<file path="config.mk">
export PLATFORM = sky130hd
export DESIGN_NAME = qos_req_sched
export DESIGN_NICKNAME = d
export VERILOG_FILES = /design/src/rtl/qos_req_sched.sv
export SDC_FILE = /design/constraint.sdc
export NUM_CORES = 2
export LEC_CHECK = 0
export BUFFER_PORTS_ARGS = -buffer_cell sky130_fd_sc_hd__buf_4
export CAP_MARGIN = 30
export CORE_MARGIN = 1.5
export CORE_UTILIZATION = 48
export DETAILED_ROUTE_END_ITERATION = 10
export SETUP_SLACK_MARGIN = 0.05
export SLEW_MARGIN = 20
export SYNTH_ARGS = -nofsm -noshare
export SYNTH_HDL_FRONTEND = slang
export SYNTH_SLANG_ARGS = --single-unit
</file>
<file path="constraint.sdc">
create_clock -name clk -period 6.2 [get_ports clk]
set_input_delay 0.31 -clock clk [delete_from_list [all_inputs] [get_ports clk]]
set_output_delay 0.31 -clock clk [all_outputs]
set_load 0.03 [all_outputs]
</file>
<file path="src/rtl/qos_req_sched.sv">
`timescale 1ns/1ps
module qos_req_sched #(
  parameter int ADDR_W    = 16,
  parameter int SIZE_W    = 8,
  parameter int ID_W      = 4,
  parameter int NPRIO     = 4,
  parameter int PKT_BYTES = 16,
  parameter int RD_CAP    = 6,
  parameter int WR_CAP    = 4,
  parameter int REQ_LAT   = 4,
  parameter int RSP_LAT   = 3,
  parameter int CNT_W     = 16,
  localparam int PRIO_W   = (NPRIO > 1) ? $clog2(NPRIO) : 1
) (
  input  logic              clk,
  input  logic              rst_n,
  input  logic              req_valid,
  output logic              req_ready,
  input  logic              req_write,
  input  logic [ADDR_W-1:0] req_addr,
  input  logic [SIZE_W-1:0] req_size,
  input  logic [ID_W-1:0]   req_id,
  input  logic [PRIO_W-1:0] req_prio,
  input  logic              dir_write,
  output logic              iss_valid,
  output logic              iss_write,
  output logic [ADDR_W-1:0] iss_addr,
  output logic [SIZE_W-1:0] iss_size,
  output logic [ID_W-1:0]   iss_id,
  output logic              rsp_valid,
  output logic              rsp_write,
  output logic [ADDR_W-1:0] rsp_addr,
  output logic [ID_W-1:0]   rsp_id,
  output logic              retry,
  output logic              draining,
  output logic [CNT_W-1:0]  rd_rejects,
  output logic [CNT_W-1:0]  wr_rejects
);
  localparam int QD    = (RD_CAP > WR_CAP) ? RD_CAP : WR_CAP;
  localparam int PTR_W = (QD > 1) ? $clog2(QD) : 1;
  localparam int CW    = $clog2(QD + 1);
  localparam int SW    = ((CW > SIZE_W + 1) ? CW : SIZE_W + 1) + 1;
  localparam int GAP_W = $clog2(REQ_LAT + 1) + 1;
  localparam logic [SIZE_W:0] PKT = (SIZE_W+1)'(PKT_BYTES);

  function automatic logic [SIZE_W:0] units(input logic [SIZE_W-1:0] sz);
    return (sz == '0) ? (SIZE_W+1)'(1) : ({1'b0, sz} + PKT - 1'b1) / PKT;
  endfunction

  function automatic logic [PTR_W-1:0] bump(input logic [PTR_W-1:0] p);
    return (p == PTR_W'(QD - 1)) ? '0 : p + 1'b1;
  endfunction

  logic [ADDR_W-1:0] q_addr [2][NPRIO][QD];
  logic [SIZE_W-1:0] q_size [2][NPRIO][QD];
  logic [ID_W-1:0]   q_id   [2][NPRIO][QD];
  logic [PTR_W-1:0]  wp [2][NPRIO];
  logic [PTR_W-1:0]  rp [2][NPRIO];
  logic [CW-1:0]     qc [2][NPRIO];
  logic [CW-1:0]     occ [2];
  logic [1:0]        rflag;
  logic [GAP_W-1:0]  pace;

  logic              sel_hit, fire, acc, rej;
  logic [PRIO_W-1:0] sel_p;
  logic [SIZE_W:0]   need, hunits;
  logic [SIZE_W-1:0] h_size;
  logic              dsel;

  assign dsel = dir_write;
  assign need = units(req_size);
  assign req_ready = req_write ? (SW'(occ[1]) + SW'(need) <= SW'(WR_CAP))
                               : (SW'(occ[0]) + SW'(need) <= SW'(RD_CAP));
  assign acc = req_valid && req_ready;
  assign rej = req_valid && !req_ready;
  assign draining = (occ[0] != '0) || (occ[1] != '0);

  always_comb begin
    sel_hit = 1'b0;
    sel_p = '0;
    for (int p = 0; p < NPRIO; p++)
      if (qc[dsel][p] != '0) begin
        sel_hit = 1'b1;
        sel_p = PRIO_W'(p);
      end
  end

  assign fire   = sel_hit && (pace == '0);
  assign h_size = q_size[dsel][sel_p][rp[dsel][sel_p]];
  assign hunits = units(h_size);

  always_ff @(posedge clk)
    if (acc) begin
      q_addr[req_write][req_prio][wp[req_write][req_prio]] <= req_addr;
      q_size[req_write][req_prio][wp[req_write][req_prio]] <= req_size;
      q_id[req_write][req_prio][wp[req_write][req_prio]]   <= req_id;
    end

  always_ff @(posedge clk) begin
    if (!rst_n) begin
      for (int d = 0; d < 2; d++) begin
        occ[d] <= '0;
        for (int p = 0; p < NPRIO; p++) begin
          wp[d][p] <= '0;
          rp[d][p] <= '0;
          qc[d][p] <= '0;
        end
      end
      rflag <= '0;
      pace <= '0;
      rd_rejects <= '0;
      wr_rejects <= '0;
      iss_valid <= 1'b0;
      iss_write <= 1'b0;
      iss_addr <= '0;
      iss_size <= '0;
      iss_id <= '0;
      retry <= 1'b0;
    end else begin
      for (int d = 0; d < 2; d++) begin
        for (int p = 0; p < NPRIO; p++) begin
          if (acc && int'(req_write) == d && int'(req_prio) == p)
            wp[d][p] <= bump(wp[d][p]);
          if (fire && int'(dsel) == d && int'(sel_p) == p)
            rp[d][p] <= bump(rp[d][p]);
          qc[d][p] <= qc[d][p]
                    + CW'(acc && int'(req_write) == d && int'(req_prio) == p)
                    - CW'(fire && int'(dsel) == d && int'(sel_p) == p);
        end
        occ[d] <= CW'(SW'(occ[d])
                  + ((acc && int'(req_write) == d) ? SW'(need) : SW'(0))
                  - ((fire && int'(dsel) == d) ? SW'(hunits) : SW'(0)));
        rflag[d] <= (rflag[d] && !(fire && int'(dsel) == d))
                  || (rej && int'(req_write) == d);
      end
      if (fire) pace <= GAP_W'(REQ_LAT - 1);
      else if (pace != '0) pace <= pace - 1'b1;
      if (rej && !req_write) rd_rejects <= rd_rejects + 1'b1;
      if (rej && req_write)  wr_rejects <= wr_rejects + 1'b1;
      iss_valid <= fire;
      retry <= fire && rflag[dsel];
      if (fire) begin
        iss_write <= dsel;
        iss_addr <= q_addr[dsel][sel_p][rp[dsel][sel_p]];
        iss_size <= h_size;
        iss_id <= q_id[dsel][sel_p][rp[dsel][sel_p]];
      end
    end
  end

  logic              pv [RSP_LAT];
  logic              pw [RSP_LAT];
  logic [ADDR_W-1:0] pa [RSP_LAT];
  logic [ID_W-1:0]   pi [RSP_LAT];

  always_ff @(posedge clk) begin
    if (!rst_n) begin
      for (int k = 0; k < RSP_LAT; k++) pv[k] <= 1'b0;
    end else begin
      pv[0] <= iss_valid;
      for (int k = 1; k < RSP_LAT; k++) pv[k] <= pv[k-1];
    end
    pw[0] <= iss_write;
    pa[0] <= iss_addr;
    pi[0] <= iss_id;
    for (int k = 1; k < RSP_LAT; k++) begin
      pw[k] <= pw[k-1];
      pa[k] <= pa[k-1];
      pi[k] <= pi[k-1];
    end
  end

  assign rsp_valid = pv[RSP_LAT-1];
  assign rsp_write = pw[RSP_LAT-1];
  assign rsp_addr  = pa[RSP_LAT-1];
  assign rsp_id    = pi[RSP_LAT-1];

  logic [GAP_W-1:0] gap;
  always_ff @(posedge clk)
    if (!rst_n) gap <= GAP_W'(REQ_LAT);
    else if (iss_valid) gap <= GAP_W'(1);
    else if (gap < GAP_W'(REQ_LAT)) gap <= gap + 1'b1;


  rd_budget_chk: assert property (@(posedge clk) disable iff (!rst_n)
    SW'(occ[0]) <= SW'(RD_CAP));

  wr_budget_chk: assert property (@(posedge clk) disable iff (!rst_n)
    SW'(occ[1]) <= SW'(WR_CAP));

  rd_reject_count_chk: assert property (@(posedge clk) disable iff (!rst_n)
    (req_valid && !req_ready && !req_write) |=> rd_rejects == $past(rd_rejects) + 1'b1);

  issue_gap_chk: assert property (@(posedge clk) disable iff (!rst_n)
    iss_valid |-> gap >= GAP_W'(REQ_LAT));

  retry_with_issue_chk: assert property (@(posedge clk) disable iff (!rst_n)
    retry |-> iss_valid);

  idle_no_issue_chk: assert property (@(posedge clk) disable iff (!rst_n)
    !draining |=> !iss_valid);
endmodule

</file>
Yosys cells after proc, flatten, opt, wreduce, memory -nomap -nowiden
Memory sizes are Yosys's and may differ from the RTL's. Index checks and enable logic that the tools add are counted.

ROM bits: 0. Memories: 11. Input port bits: 35. Output and inout bits: 87. Flip-flop bits (word level): 69. Logic and storage cells: 339. Memory bits (writable): 1488. Bits in latches: 0.

Bitwise operators: 36. Multiply operators: 0. Div/mod/pow operators: 0. Order comparisons: 9. Equality and inequality tests: 22. Add/sub/neg operators: 45. Reduce and logical (&&, ||, !) cells: 52. Shifts and indexed selects: 0. Multiplexer cells: 153.

Memory list: q_addr (words 2, bits a word 384, read ports 1, clocked after Yosys merged registers in 0, write ports 1, line 54) `logic [ADDR_W-1:0] q_addr [2][NPRIO][QD];`; q_size (words 2, bits a word 192, read ports 1, clocked after Yosys merged registers in 0, write ports 1, line 55) `logic [SIZE_W-1:0] q_size [2][NPRIO][QD];`; q_id (words 2, bits a word 96, read ports 1, clocked after Yosys merged registers in 0, write ports 1, line 56) `logic [ID_W-1:0] q_id [2][NPRIO][QD];`; pa (words 3, bits a word 16, read ports 3, clocked after Yosys merged registers in 0, write ports 3, line 153) `logic [ADDR_W-1:0] pa [RSP_LAT];`; qc (words 2, bits a word 12, read ports 3, clocked after Yosys merged registers in 0, write ports 2, line 59) `logic [CW-1:0] qc [2][NPRIO];`; rp (words 2, bits a word 12, read ports 3, clocked after Yosys merged registers in 0, write ports 2, line 58) `logic [PTR_W-1:0] rp [2][NPRIO];`; 5 more memories.

Operators with widths (number): $mux 384 (1); $mux 96 (4); $bmux 96 s2 (1); $demux 96 s2 (1); $mux 192 (1); $mux 3 (51); $mux 48 (3); $bmux 48 s2 (1); $demux 48 s2 (1); $mux 24 (3); $mux 1 (62); $add 3x1->3 const B (16); $bmux 16 s3 (1); $bmux 24 s2 (1); $demux 16 s3 (1); $demux 24 s2 (1); $eq 3x3->1 const B (16); $mux 16 (3); $add 16x1->16 const B (2); $logic_and 1x1->1 (31); $or 1x1->1 (29); $add 3x1->3 (8); $bmux 8 s3 (1); $demux 8 s3 (1); other kinds (36) (77).

Logic depth before layout (Yosys ltp)
An unclocked memory read counts as a cell.

Depth after elaboration: 19. Depth in mapped cells: 26. Depth with buffers taken out: 22.

Worst setup path before layout
Ideal clock, no wire load.

Kind: in2reg. From: input port req_size[3]. To: memory q_addr[0][112] in the netlist's numbering (enable). Path buffers: 1. Arrival time: 4773 ps. Setup slack: 1014 ps. Required time: 5787 ps. Library setup time: 413 ps. Stages on the path: 16. Path through: nor4_1 -> o31ai_1 -> o21ai_0 -> inv_1 -> ha_1 -> ha_1 -> and2_1 -> o21ai_0 -> o21ai_0 -> a2111oi_0 -> o31ai_1 -> nand2_1 -> nand2b_1 -> or3b_2 -> clkbuf_1 -> nor2_1.

Cells in the longest elaborated chain, start to end: 9. Elaborated cells between the ends (all ways): 12. Those cells by class: 4 x add/sub; 2 x order compare; 4 x mux; 2 x reduce/logical.

Ends and longest elaborated chain: start: declaration (line 21) `input logic [SIZE_W-1:0] req_size,`; $add 8x5->9 (line 47) `return (sz == '0) ? (SIZE_W+1)'(1) : ({1'b0, sz} + PKT - 1'b1) / PKT;`; $sub 9x1->9 (line 47); $mux 5 * (line 47); $add 3x5->6, on equally long branches (line 73, 72); $le 6x3->1, on equally long branches (line 73, 72); $mux 1 * (line 72) `assign req_ready = req_write ? (SW'(occ[1]) + SW'(need) <= SW'(WR_CAP))`; via req_ready (line 18) `output logic req_ready,`; $logic_and 1x1->1 * (line 74) `assign acc = req_valid && req_ready;`; $mux 1 * (line 93) `if (acc) begin`; $mux 384 (not written as such) * (line 94) `q_addr[req_write][req_prio][wp[req_write][req_prio]] <= req_addr;`; end: declaration (line 54).

Mark *: on every way through the listed nets, which the timed path passes. The rest lies on a longest branch.

==> run_results.csv <==
group,metric,value,unit
critical_path,endpoint_kind,"flop",
drt,drc,0,
clock_tree,h-tree-depth,4,
synthesis,synth_xor_area_share,0.819,%
power,ir_worst_vdd,0.000334,V
critical_path,r2r_slack,0.42,ns
critical_path,reg2reg_depth,19,
drt,drt-total-wl,172000,um
critical_path,critPathKind,"reg -> reg",
global_route,gr-total-overflow,0,
synthesis,synth_mux_area_share,10.2,%
layout,fin_nets,4014,
synthesis,ys_async_sr_fraction,0,%
placement,place_area,65700,um2
drt,wl_per_cell,30.2,um
critical_path,crit_family,"simple AND/OR/NAND/NOR gates",
layout,fillers,9933,
layout,area.growth.synth_to_final,14.9,%
sta,finalCritPeriodShare,93.2,%
sta,setup_tns,0,ns
sta,min_period,5.78,ns
synthesis,syn_inst,3674,
critical_path,r2r-start,"qc[1][1]",
sta,rsz0062_at_grt,"false",
drt,firstDrtPassIters,6,
global_route,track_usage,26.2,%
sta,slew_violations,0,
clock_tree,insertion_delay,0.79,ns
synthesis,synth-adder-area-share,1.58,%
critical_path,crit_required,6.90,ns
critical_path,crit_start,"qc[1][1]",
synthesis,synth_edf_count,1392,
global_route,grt_pass1_wl,245000,um
synthesis,seq_area_frac_synth,73.1,%
synthesis,ys_dominant_reg_cell,"edfxtp_1",
placement,port_buffers,121,
power,p_per_area,425,nW/um2
floorplan,die_w,362,um
clock_tree,clockBufferDepth,3,
synthesis,netlist.top_cell.by_area,"edfxtp_1",
sta,fin_ws,0.421,ns
clock_tree,path_clk_slew,0.06,ns
floorplan,die_area,131000,um2
critical_path,cpMostUsedCell,"xnor2_1",
floorplan,start_util,48.4,%
synthesis,synth_compound_area_share,6.77,%
drt,vias_per_cell,6.16,
synthesis,synth.avg_cell_area,16.8,um2
drt,drtIter0Drc,4170,
placement,dp_slack,0.311,ns
sta,slew_headroom,40.3,%
layout,finalInstanceArea,70900,um2
critical_path,critPathArrivalTime,6.47,ns
global_route,grt_max_degree,79,
critical_path,crit_chain,"or4b_4 -> a211oi_4 -> a21oi_2 -> nand2_4 -> o311ai_0 -> and3_1 -> a311o_1 -> or4_1 -> or3_1 -> and3_1 -> ha_1 -> inv_1 -> ha_1 -> fa_1 -> xnor2_1 -> xnor2_1 -> xnor2_1 -> nand2_1 -> o31ai_1",
outcome,status,"finished, final reports clean",
sta,max_freq,173,MHz
critical_path,slowest_delay,0.58,ns
critical_path,start_kind,"flop",
drt,vias,35144,
synthesis,yosys_warnings,0,
sta,setup_viol,0,
floorplan,ios,122,
floorplan,die_h,362,um
critical_path,cpMaxStageDelayCell,"or4b_4",
synthesis,synthSimpleGateAreaFrac,5.11,%
clock_tree,ctsResizeCount,0,
layout,diodes,0,
synthesis,ys_seq_elements,1557,
job,max_cap_violations,0,
synthesis,syn_nets,3779,
clock_tree,cts_tree,"yes",
synthesis,synth_top_cell_area_share,67.7,%
critical_path,r2r_end,"occ[0][2]",
sta,hold_violations,0,
placement,gp_congestion,0.885,
layout,drive_gt1_share,19.8,%
layout,seqCellArea,45100,um2
power,power.leakage,0.0238,uW
layout,multi_input_area,15600,um2
sta,tightest_slew,0.871,ns
synthesis,synth.area.top_cells,"edfxtp_1 (68%), mux4_2 (5.6%), dfxtp_1 (5.4%), mux2i_1 (4.0%), nor2_1 (1.5%)",
critical_path,cp.buffers_inverters,1,
sta,skew,0.0267,ns
synthesis,syn_area,61700,um2
synthesis,synth_top_family_by_area,"multiplexers",
synthesis,yosysUniqueCellTypes,83,
clock_tree,cts-root-buf,"clkbuf_16",
min_path,hold_class,"in -> reg",
critical_path,cp.depth,19,
clock_tree,clock_sinks,1557,
global_route,antenna_found_initial,6,
critical_path,crit_fanout,27,
placement,hpwl,101000,um
drt,antenna_left,0,
critical_path,crit_end,"occ[0][2]",
floorplan,core-area,128000,um2
global_route,grt_pass1_vias,33860,
clock_tree,cts_made_buffers,158,
floorplan,rows,131,
-- metal layers --
metal	vias up	track usage (%)	wire, um
met3	254	4.84	14300
met5	-	0	31
met1	18261	37.1	71800
met4	6	7.85	4500
met2	1585	41.6	81400
li1	15038	-	-
-- cells in the mapped netlist, types with 57 or more instances --
cell / n
dfxtp_1: 165
a211oi_1: 86
mux2i_1: 247
ha_1: 57
nand2_1: 152
o21ai_0: 94
clkbuf_1: 123
edfxtp_1: 1392
a21oi_1: 79
o22ai_1: 62
nor2_1: 241
mux4_2: 154
inv_1: 70
-- worst register-to-register path: cells and delay by family (launching register included) --
kind	cells	cell delay (ns)
compound gates	5	1.37
xor+xnor	3	0.50
flops	1	0.39
buf+inv	1	0.04
fa+ha+maj	3	0.90
simple gates	7	2.49
-- sequential cells by signal, summed over array words and instances (netlist names) --
name        count
iss_addr       16
iss_id          4
iss_size        8
iss_valid       1
iss_write       1
occ             6
pa             48
pace            4
pi             12
pv              3
pw              3
q_addr        768
q_id          192
q_size        384
qc             24
rd_rejects     16
retry           1
rflag           2
rp             24
wp             24
wr_rejects     16
-- repair_timing --
item,CTS,global route
buffers inserted,0,0
hold endpoints to repair,304,0
hold buffers,14,0
-- logic make-up after synthesis --
| logic type | count (synthesis) |
|---|---|
| flip-flops | 1557 |
| XOR/XNOR | 56 |
| adder cells (fa/ha/maj) | 70 |
| buffers and inverters | 309 |
| AO/OA/AOI/OAI | 592 |
| multiplexers | 430 |
| AND/OR/NAND/NOR | 660 |
-- cell usage in the layout (no fill, tap or decap), drive strengths merged, types with 28 or more instances in the layout --
cell type  netlist  layout
o22ai           63      63
edfxtp        1392    1392
nor2           242     242
ha              57      57
buf            115     298
nand2          153     153
mux4           154     154
xnor2           34      34
a211oi          89      89
clkbuf         123     213
o221ai          42      42
or3             34      34
clkinv           0      55
inv             71      77
and2            28      28
a21oi           81      81
mux2i          247     247
o21ai           99      99
nand3           48      48
o211ai          50      50
dfxtp          165     165
nor3            55      55
mux2            29      29
and3            30      30
-- how the worst min path moves through the flow --
| stage | from | end | cells past startpoint |
|---|---|---|---|
| 3_3_place_gp | pa[0][24] | pa[0][40] | 0 |
| 5_1_grt | req_addr[10] | q_addr[1][234] | 1 |
| 3_5_place_dp | pa[0][7] | pa[0][23] | 0 |
| 6_report | req_addr[0] | q_addr[1][112] | 1 |
| 4_1_cts | req_addr[0] | q_addr[0][0] | 1 |
| 2_1_floorplan | pa[0][0] | pa[0][16] | 0 |
-- per-stage QoR --
| stage | instances | power, uW | util (%) | hold slack (ns) |
|---|---|---|---|---|
| finish | 5701 | 30200 | 55.6 | 0.0342 |
| global route | 5701 | 31100 | 55.6 | 0.0366 |
| CTS | 5700 | 30200 | 55.6 | 0.000826 |
| detailed placement | 5396 | 20900 | 51.5 | 0.312 |
| global placement | 5394 | 20800 | 51.5 | 0.310 |
| floorplan | 3674 | 17100 | - | 0.310 |
-- report_power, final --
| group | switching (uW) | internal [uW] | total [uW] | leakage [uW] |
|---|---|---|---|---|
| Clock | 4010 | 5320 | 9320 | 0.00246 |
| Combinational | 6050 | 2830 | 8880 | 0.00744 |
| Sequential | 219 | 11700 | 12000 | 0.0139 |
-- cell type report --
type	instances	share of cell area (%)
timing repair buffer	313	3.98
sequential	1557	63.6
tap	1662	2.93
inverter	71	0.376
clock buffer	212	6.12
clock inverter	78	1.02
multi-input combinational	1808	22.0
Note: power is estimated with default switching activity, not from simulation.
